`config.mk`:
```
export PLATFORM = sky130hd
export DESIGN_NAME = rstvec_irq_ctrl
export DESIGN_NICKNAME = d
export VERILOG_FILES = /design/src/rtl/rstirq_pkg.sv /design/src/rtl/rstirq_edge.sv /design/src/rtl/rstirq_prio.sv /design/src/rtl/rstvec_irq_ctrl.sv
export SDC_FILE = /design/constraint.sdc
export NUM_CORES = 1
export LEC_CHECK = 0
export ABC_CLOCK_PERIOD_IN_PS = 4400
export BUFFER_PORTS_ARGS = -buffer_cell sky130_fd_sc_hd__buf_2
export CAP_MARGIN = 0
export CORE_MARGIN = 2
export CORE_UTILIZATION = 35
export DETAILED_ROUTE_END_ITERATION = 7
export PLACE_DENSITY = 0.68
export SETUP_SLACK_MARGIN = 0.4
export SLEW_MARGIN = 20
export SYNTH_ARGS = -nofsm -noshare
export SYNTH_HDL_FRONTEND = slang
export SYNTH_HIERARCHICAL = 1
export SYNTH_SLANG_ARGS = --single-unit
```
`constraint.sdc`:
```
create_clock -name clk_i -period 4.4 [get_ports clk_i]
set_clock_uncertainty 0.1 [all_clocks]
set_input_delay 0.88 -clock clk_i [delete_from_list [all_inputs] [get_ports clk_i]]
set_output_delay 0.88 -clock clk_i [all_outputs]
set_load 0.03 [all_outputs]
```
`src/rtl/rstirq_pkg.sv`:
```
package rstirq_pkg;

    typedef enum logic [2:0] {
        SRC_NONE = 3'd0,
        SRC_TRAP = 3'd1,
        SRC_R75  = 3'd2,
        SRC_R65  = 3'd3,
        SRC_R55  = 3'd4,
        SRC_GEN  = 3'd5
    } src_e;

    localparam int NUM_SRC  = 5;
    localparam int NUM_MASK = 3;

    // mask-write field positions
    localparam int MB_LOW   = 0;
    localparam int MB_MID   = 1;
    localparam int MB_HIGH  = 2;
    localparam int MB_LOAD  = 3;
    localparam int MB_CLR75 = 4;

    typedef struct packed {
        logic                busy;
        src_e                src;
        logic                ie;
        logic [NUM_MASK-1:0] mask;
        logic                p75;
        logic                ptrap;
    } ctl_t;

endpackage

```
`src/rtl/rstirq_edge.sv`:
```
module rstirq_edge #(
    parameter int N = 2
) (
    input  logic         clk_i,
    input  logic         rst_ni,
    input  logic [N-1:0] lvl_i,
    output logic [N-1:0] rise_o
);

    for (genvar g = 0; g < N; g++) begin : g_bit
        logic prev_d, prev_q;

        always_comb begin
            prev_d = lvl_i[g];
        end

        always_ff @(posedge clk_i or negedge rst_ni) begin
            if (!rst_ni) prev_q <= 1'b0;
            else         prev_q <= prev_d;
        end

        assign rise_o[g] = lvl_i[g] & ~prev_q;
    end

endmodule

```
`src/rtl/rstirq_prio.sv`:
```
module rstirq_prio
    import rstirq_pkg::*;
#(
    parameter int                 VEC_W    = 8,
    parameter logic [VEC_W-1:0]   VEC_TRAP = 8'h24,
    parameter logic [VEC_W-1:0]   VEC_R75  = 8'h3C,
    parameter logic [VEC_W-1:0]   VEC_R65  = 8'h34,
    parameter logic [VEC_W-1:0]   VEC_R55  = 8'h2C
) (
    input  logic [NUM_SRC-1:0] ok_i,   // bit 0 most urgent
    output logic               any_o,
    output src_e               src_o,
    output logic [VEC_W-1:0]   vec_o
);

    localparam logic [VEC_W-1:0] VTAB [NUM_SRC] =
        '{VEC_TRAP, VEC_R75, VEC_R65, VEC_R55, {VEC_W{1'b0}}};

    always_comb begin
        any_o = |ok_i;
        src_o = SRC_NONE;
        vec_o = '0;
        for (int i = NUM_SRC - 1; i >= 0; i--) begin
            if (ok_i[i]) begin
                src_o = src_e'(3'(i + 1));
                vec_o = VTAB[i];
            end
        end
    end

endmodule

```
`src/rtl/rstvec_irq_ctrl.sv`:
```
module rstvec_irq_ctrl
    import rstirq_pkg::*;
#(
    parameter int               VEC_W    = 8,
    parameter logic [VEC_W-1:0] VEC_TRAP = 8'h24,
    parameter logic [VEC_W-1:0] VEC_R75  = 8'h3C,
    parameter logic [VEC_W-1:0] VEC_R65  = 8'h34,
    parameter logic [VEC_W-1:0] VEC_R55  = 8'h2C
) (
    input  logic             clk_i,
    input  logic             rst_ni,
    input  logic             trap_i,
    input  logic             rq75_i,
    input  logic             rq65_i,
    input  logic             rq55_i,
    input  logic             gen_i,
    input  logic             en_i,
    input  logic             dis_i,
    input  logic             mwr_i,
    input  logic [4:0]       mwdata_i,
    output logic [6:0]       mrd_o,
    output logic             irq_valid_o,
    output logic [2:0]       irq_src_o,
    output logic [VEC_W-1:0] irq_vec_o,
    output logic             irq_ext_o,
    input  logic             irq_ack_i
);

    localparam int EDGE_N = 2;   // index 0 trap, 1 restart-high

    ctl_t             c_d, c_q;
    logic [VEC_W-1:0] vec_d, vec_q;
    logic [EDGE_N-1:0] rise;
    logic [NUM_SRC-1:0] ok;
    logic             any;
    src_e             sel_src;
    logic [VEC_W-1:0] sel_vec;
    logic             take;

    rstirq_edge #(.N(EDGE_N)) u_edge (
        .clk_i  (clk_i),
        .rst_ni (rst_ni),
        .lvl_i  ({rq75_i, trap_i}),
        .rise_o (rise)
    );

    assign ok[0] = c_q.ptrap & trap_i;
    assign ok[1] = c_q.ie & c_q.p75 & ~c_q.mask[MB_HIGH];
    assign ok[2] = c_q.ie & rq65_i  & ~c_q.mask[MB_MID];
    assign ok[3] = c_q.ie & rq55_i  & ~c_q.mask[MB_LOW];
    assign ok[4] = c_q.ie & gen_i;

    rstirq_prio #(
        .VEC_W    (VEC_W),
        .VEC_TRAP (VEC_TRAP),
        .VEC_R75  (VEC_R75),
        .VEC_R65  (VEC_R65),
        .VEC_R55  (VEC_R55)
    ) u_prio (
        .ok_i  (ok),
        .any_o (any),
        .src_o (sel_src),
        .vec_o (sel_vec)
    );

    always_comb begin
        c_d   = c_q;
        vec_d = vec_q;
        take  = !c_q.busy && any;

        if (c_q.busy && irq_ack_i) begin
            if (c_q.src == SRC_TRAP) c_d.ptrap = 1'b0;
            if (c_q.src == SRC_R75)  c_d.p75   = 1'b0;
            c_d.busy = 1'b0;
            c_d.src  = SRC_NONE;
            vec_d    = '0;
        end

        if (take) begin
            c_d.busy = 1'b1;
            c_d.src  = sel_src;
            vec_d    = sel_vec;
        end

        if (en_i)  c_d.ie = 1'b1;
        if (dis_i) c_d.ie = 1'b0;
        if (take)  c_d.ie = 1'b0;

        if (mwr_i && mwdata_i[MB_LOAD])  c_d.mask = mwdata_i[NUM_MASK-1:0];
        if (mwr_i && mwdata_i[MB_CLR75]) c_d.p75  = 1'b0;

        if (rise[0]) c_d.ptrap = 1'b1;
        if (rise[1]) c_d.p75   = 1'b1;
    end

    always_ff @(posedge clk_i or negedge rst_ni) begin
        if (!rst_ni) begin
            c_q.busy  <= 1'b0;
            c_q.src   <= SRC_NONE;
            c_q.ie    <= 1'b0;
            c_q.mask  <= '1;
            c_q.p75   <= 1'b0;
            c_q.ptrap <= 1'b0;
            vec_q     <= '0;
        end else begin
            c_q   <= c_d;
            vec_q <= vec_d;
        end
    end

    assign irq_valid_o = c_q.busy;
    assign irq_src_o   = c_q.src;
    assign irq_vec_o   = vec_q;
    assign irq_ext_o   = c_q.busy && (c_q.src == SRC_GEN);
    assign mrd_o       = {c_q.p75, rq65_i, rq55_i, c_q.ie, c_q.mask};


    trap_bypass_chk: assert property (@(posedge clk_i) disable iff (!rst_ni)
        (!irq_valid_o && c_q.ptrap && trap_i) |=> (irq_valid_o && irq_src_o == SRC_TRAP));


    mask_gate_chk: assert property (@(posedge clk_i) disable iff (!rst_ni)
        ($rose(irq_valid_o) && irq_src_o inside {SRC_R75, SRC_R65, SRC_R55}) |-> $past(c_q.ie));


    ie_drop_chk: assert property (@(posedge clk_i) disable iff (!rst_ni)
        $rose(irq_valid_o) |-> !c_q.ie);


    latch75_chk: assert property (@(posedge clk_i) disable iff (!rst_ni)
        rise[1] |=> c_q.p75);


    hold_chk: assert property (@(posedge clk_i) disable iff (!rst_ni)
        (irq_valid_o && !irq_ack_i) |=>
            (irq_valid_o && $stable(irq_src_o) && $stable(irq_vec_o)));


    vec_map_chk: assert property (@(posedge clk_i) disable iff (!rst_ni)
        (irq_valid_o && irq_src_o == SRC_R75) |-> (irq_vec_o == VEC_R75));

endmodule

```
==> results of run 1 <==
## synthesized netlist by cell type
cell type,instances
and3b_1,1
nor4_1,1
and2_1,3
or2_1,1
nand3b_1,1
buf_6,3
nand2b_1,1
dfrtp_1,17
a31oi_1,1
nor2_1,9
nand2_1,7
o2bb2ai_1,8
a21oi_1,1
nor2b_1,2
nor4bb_1,1
inv_1,2
a2bb2oi_1,1
or4_1,1
mux2_2,3
buf_4,16
mux2i_1,11
buf_2,1
nor3_1,1
nor2b_4,3
a21boi_0,1
a221o_1,1
dfstp_2,3
o22ai_1,3
conb_1,1
## report_power, final
group          leakage, nW  internal (mW)  switching [mW]
Sequential           0.246          0.236          0.0595
Combinational        0.357          0.114           0.186
Clock               0.0210         0.0505          0.0586
## routing by layer
metal  share of wire, %  vias up  wire, µm
met1                 48      370       991
li1                   -      390         -
met5                  0        -         0
met2                 44       28       899
met4               0.78        0        16
met3                6.9        2       142
## stage by stage
stage          std cells  utilization (%)  worst slack, ns  total power, mW
4_1_cts              171             40.7             1.83            0.715
6_report             171             40.7             1.86            0.705
3_5_place_dp         167             39.6             1.84            0.602
5_1_grt              171             40.7             1.73            0.755
3_3_place_gp         167             39.6             1.88            0.595
2_1_floorplan        108                -             2.29            0.566
## layout make-up
class	instances	area, µm²	area share, %
clock buffer	4	36.3	2.89
inverter	2	7.51	0.599
multi-input combinational	66	475	37.9
sequential	20	504	40.2
tap	44	55.1	4.39
timing repair buffer	35	175	14.0
## state kept, by name (all words and copies together), names as in the netlist
name / cells
irq_vec_o: 8
mrd_o: 5
irq_src_o: 3
u_edge/g_bit.prev_q: 2
c_q: 1
irq_valid_o: 1
## final timing paths
kind | startpoint | to
setup reg to reg | mrd_o[0] | irq_valid_o
min in group clk_i | irq_vec_o[2] | irq_vec_o[2]
hold reg to reg | irq_vec_o[2] | irq_vec_o[2]
setup / recovery | irq_valid_o | irq_ext_o
max in group asynchronous | rst_ni | mrd_o[2]
hold / removal | rst_ni | mrd_o[3]
## logic make-up (layout without fill, tap and decap cells)
| kind of cell | count (synthesis) | in the layout | share of synthesized area (%) |
|---|---|---|---|
| AND/OR/NAND/NOR | 32 | 32 | 16.8 |
| buffers and inverters | 22 | 41 | 14.7 |
| flip-flops | 20 | 20 | 44.4 |
| AO/OA/AOI/OAI | 16 | 16 | 11.1 |
| multiplexers | 14 | 14 | 12.7 |
| other | 1 | 4 | 0.330 |
==> metrics, run 1 <==
vias per cell=4.62; global-route wire length before repair=3400 µm; GRT overflow=0; layout cells sized above 1=a little under two fifths; Tmin final=2.54 ns; Seq cells post-synth=20; initial antenna violation count=0; Max Slew Vio Count=0; Initial Util=36.9%; Final Wtd Congestion=0.771; commonest non-fill, non-tap cells in the layout=buf_2 (35), dfrtp_1 (17), mux2i_1 (11), nor2_1 (9), o2bb2ai_1 (8); Rel. slew slack=53.9%; ranking of synthesized cells by area=dfrtp_1 (37%), buf_4 (11%), mux2i_1 (9.7%); Worst-Margin Slew=0.689 ns; cts hold-fix bufs=0; slowest stage delay, CP=about 0.69 ns; status=completed; Leak Pwr=0.624 nW; wire per inst=12.0 µm; Clock Latency Late Sink=0.31 ns; yosys warns=6; initial DRC count=15; delay-heaviest family, CP=flip-flops; crit path cell chain=and3b_1, and2_1, buf_2; synthesized cell area=1130 µm²; H-tree levels=1; worst hold slack=~0.39 ns; setup slack, reg-to-reg=2.32 ns; CTS Sinks=20; Critical Path Source Type=register; drt first pass iters=4; Die Span X=60.9 µm; PD cells=approximately 560 nW/µm²; Area growth syn-to-layout=10.5%; Post-Route WL=2050 µm; Die ar.=3710 µm²; Fill cells=307; ant diodes=0; postcts setup bufs=0; CP required=approximately 3.4 ns; clock buffer count from CTS=3; Residual DRC=0; hold crit path type=in2async; GR Util met1=16.4%; detailed-placement wirelength estimate=around 1600 µm; CTS tree=built; Reg2Reg Depth=5; CTS Buffer Depth=2; GRT busiest layer=met2; number of global-route vias before repair=771; I/O pins=36; M3 GR Usage=under 10%; top cell type's share of synthesized area=37.5%; CTS clk-pin slew, worst paths=0.12 ns; Rows=20; Tcrit/Tclk final=57.7%; GRT Total Usage=12.6%; CORE AREA=roughly 3000 µm²; critical path buffer and inverter count=1; WS Path Type=reg2out; Worst EP arrival=1.56 ns; Final Cell Area=1250 µm²; IO Port Bufs=35; total number of vias=790; Peak VDD IR=325 µV; root buf cell=clkbuf_4; Post-Syn Instances=105; RSZ-0062 raised after global routing=false; synth unique cells=29; Post-DRT Antenna Nets=0; Critical Path End Type=primary output; largest net degree at the start of global routing=21; Final TNS setup=0 ns; Max-Cap Viols=0; fmax=roughly 0.39 GHz; leading cell type in the layout, fill and taps excluded=buf_2; routing usage on met2=about a fifth; Post-CTS Resized=0; Crit path depth=3; placed instance area=1220 µm²; nets=144; Die Y=60.9 µm; Seq/Total Area, Yosys=between 40% and 50%; final setup violation count=0; slowest CP cell=dfrtp_1; final count of hold timing violations=0; biggest area consumer among synthesized cells=dfrtp_1; Avg Cell Area, Syn=10.8 µm²; Max FO, Critical Path=19
No activity file was read; power rests on OpenSTA's default activity.
==> run 2, diff against run 1 <==
--- a/config.mk
+++ b/config.mk
@@ -5,7 +5,7 @@
 export SDC_FILE = /design/constraint.sdc
 export NUM_CORES = 1
 export LEC_CHECK = 0
-export ABC_CLOCK_PERIOD_IN_PS = 4400
+export ABC_CLOCK_PERIOD_IN_PS = 2600
 export BUFFER_PORTS_ARGS = -buffer_cell sky130_fd_sc_hd__buf_2
 export CAP_MARGIN = 0
 export CORE_MARGIN = 2
==> constraint.sdc (replaced) <==
create_clock -name clk_i -period 2.6 [get_ports clk_i]
set_clock_uncertainty 0.1 [all_clocks]
set_input_delay 0.52 -clock clk_i [delete_from_list [all_inputs] [get_ports clk_i]]
set_output_delay 0.52 -clock clk_i [all_outputs]
set_load 0.03 [all_outputs]
==> run 2 against run 1 <==
  * Setup slack worse by 1.3 ns
  * Critical path depth is 1 higher
  * Register-to-register slack worse by 1.6 ns
  * Largest cell class unchanged
  * Largest power group unchanged
==> metrics, run 2 (synthesis results as in run 1) <==
hold crit path type=in2async; Final TNS setup=0 ns (unchanged); Die Span X=60.9 µm (unchanged); Fill cells=321 (+4.6%); Final Wtd Congestion=0.754 (-2.2%); CTS Buffer Depth=2 (unchanged); setup slack, reg-to-reg=0.73 ns (-1.59 ns); routing usage on met2=20.3% (+0.77 points); Area growth syn-to-layout=11.8%; layout cells sized above 1=38.8% (+0.96 points); H-tree levels=1 (unchanged); nets=146 (+1.4%); WS Path Type=reg2out; Die ar.=3710 µm² (unchanged); Final WS setup=0.598 ns (-1.26 ns); RSZ-0062 raised after global routing=false; worst hold slack=0.0410 ns (-0.351 ns); initial antenna violation count=0 (unchanged); number of global-route vias before repair=801 (+3.9%); Final Non-Filler Cells=173 (+1.2%); wire per inst=12.4 µm (+3.7%); largest net degree at the start of global routing=21 (unchanged); total number of vias=803 (+1.6%); Residual DRC=0 (unchanged); Core Util, Final=41.2% (+0.49 points); CTS Sinks=20 (unchanged); cts hold-fix bufs=0 (unchanged); Initial Util=36.9% (unchanged); Reg2Reg Depth=7 (+2); fmax=0.499 GHz; GRT busiest layer=met2; global-route wire length before repair=3500 µm (+2.9%); Final Power=1.21 mW (+72%); leading cell type in the layout, fill and taps excluded=buf_2; Net Sw Power=0.522 mW (+71%); detailed-placement wirelength estimate=1610 µm (+4.0%); Clock Latency Late Sink=0.30 ns (about the same); Final Cell Area=1270 µm² (+1.2%); Critical Path Source Type=register; ant diodes=0 (unchanged); sw frac=43.0% (-0.21 points); r2r endpoint=irq_src_o[2]; Post-CTS Resized=0 (unchanged); Max Slew Vio Count=0 (unchanged); max reg flops=8 (unchanged); final count of hold timing violations=0 (unchanged); Sequential Power Share=38.2% (-3.7 points); Rows=20 (unchanged); CP required=1.98 ns (-1.44 ns); Post-Route WL=2150 µm (+4.9%); Tcrit/Tclk final=77.0%; postcts setup bufs=0 (unchanged); status=completed; Placed Cells=169 (+1.2%); commonest non-fill, non-tap cells in the layout=buf_2 (35), dfrtp_1 (17), mux2i_1 (11), nor2_1 (9), o2bb2ai_1 (8); FF-to-FF Start=mrd_o[3]; setup slack at placement=0.574 ns (-1.27 ns); GRT Total Usage=12.9% (+0.35 points); CTS tree=built; Max FO, Critical Path=19 (unchanged); M3 GR Usage=3.84% (-0.21 points); GRT overflow=0 (unchanged); vias per cell=4.64 (+0.47%); CTS clk-pin slew, worst paths=0.12 ns (about the same); Leak Pwr=0.634 nW (+1.5%); clock buffer count from CTS=3 (unchanged); Tmin final=roughly 2.0 ns; Int Pwr=0.693 mW (+73%); Post-DRT Antenna Nets=0 (unchanged); Critical Path End Type=primary output; drt first pass iters=4 (unchanged); Worst EP arrival=1.38 ns (-0.18 ns); Peak VDD IR=463 µV (+43%); PD cells=958 nW/µm² (+70%); Max-Cap Viols=0 (unchanged); Gate power share=46.5% (+3.9 points); I/O pins=36 (unchanged); Clock power frac=15.3% (-0.2 points); placed instance area=1230 µm² (+1.2%); final setup violation count=0 (unchanged); initial DRC count=16 (+1); CORE AREA=3080 µm² (unchanged); Die Y=60.9 µm (unchanged); IO Port Bufs=35 (unchanged); root buf cell=clkbuf_4; GR Util met1=16.5% (+0.13 points)
-- run 2: worst max-delay path by stage --
stage                 from           end  slack (ns)  depth (start not counted)
2_1_floorplan  irq_valid_o     irq_ext_o        0.85                          3
3_3_place_gp        rq65_i  irq_src_o[1]        0.65                          8
3_5_place_dp        rq65_i  irq_src_o[2]        0.57                          8
4_1_cts        irq_valid_o     irq_ext_o        0.58                          4
5_1_grt        irq_valid_o     irq_ext_o        0.53                          4
6_report       irq_valid_o     irq_ext_o        0.60                          4
-- run 2: final cells by class --
class | count | area [µm²] | share of cell area, %
inverters | 2 | 7.51 | 0.592
flip-flops and latches | 20 | 504 | 39.7
clock buffers | 4 | 36.3 | 2.86
multi-input cells | 66 | 475 | 37.5
well taps | 44 | 55.1 | 4.34
repair buffers | 37 | 190 | 15.0
-- run 2: layer usage --
layer / vias up / part of all wire, % / routed length [µm]
li1: 393 / - / -
met2: 24 / 44 / 956
met5: - / 0 / 0
met3: 2 / 6.4 / 137
met4: 0 / 0.74 / 16
met1: 384 / 48 / 1040
-- run 2: worst max-delay path: stages (launching register included) --
cell     delay (ns)
dfrtp_1        0.38
buf_4          0.19
and3b_1        0.20
and2_1         0.15
buf_2          0.17
-- run 2: power groups by stage --
stage / clock (mW) / sequential [mW] / combinational, mW
floorplan: 0 / 0.563 / 0.394
global placement: 0 / 0.469 / 0.560
detailed placement: 0 / 0.470 / 0.567
CTS: 0.191 / 0.464 / 0.571
global route: 0.203 / 0.478 / 0.613
finish: 0.186 / 0.464 / 0.564
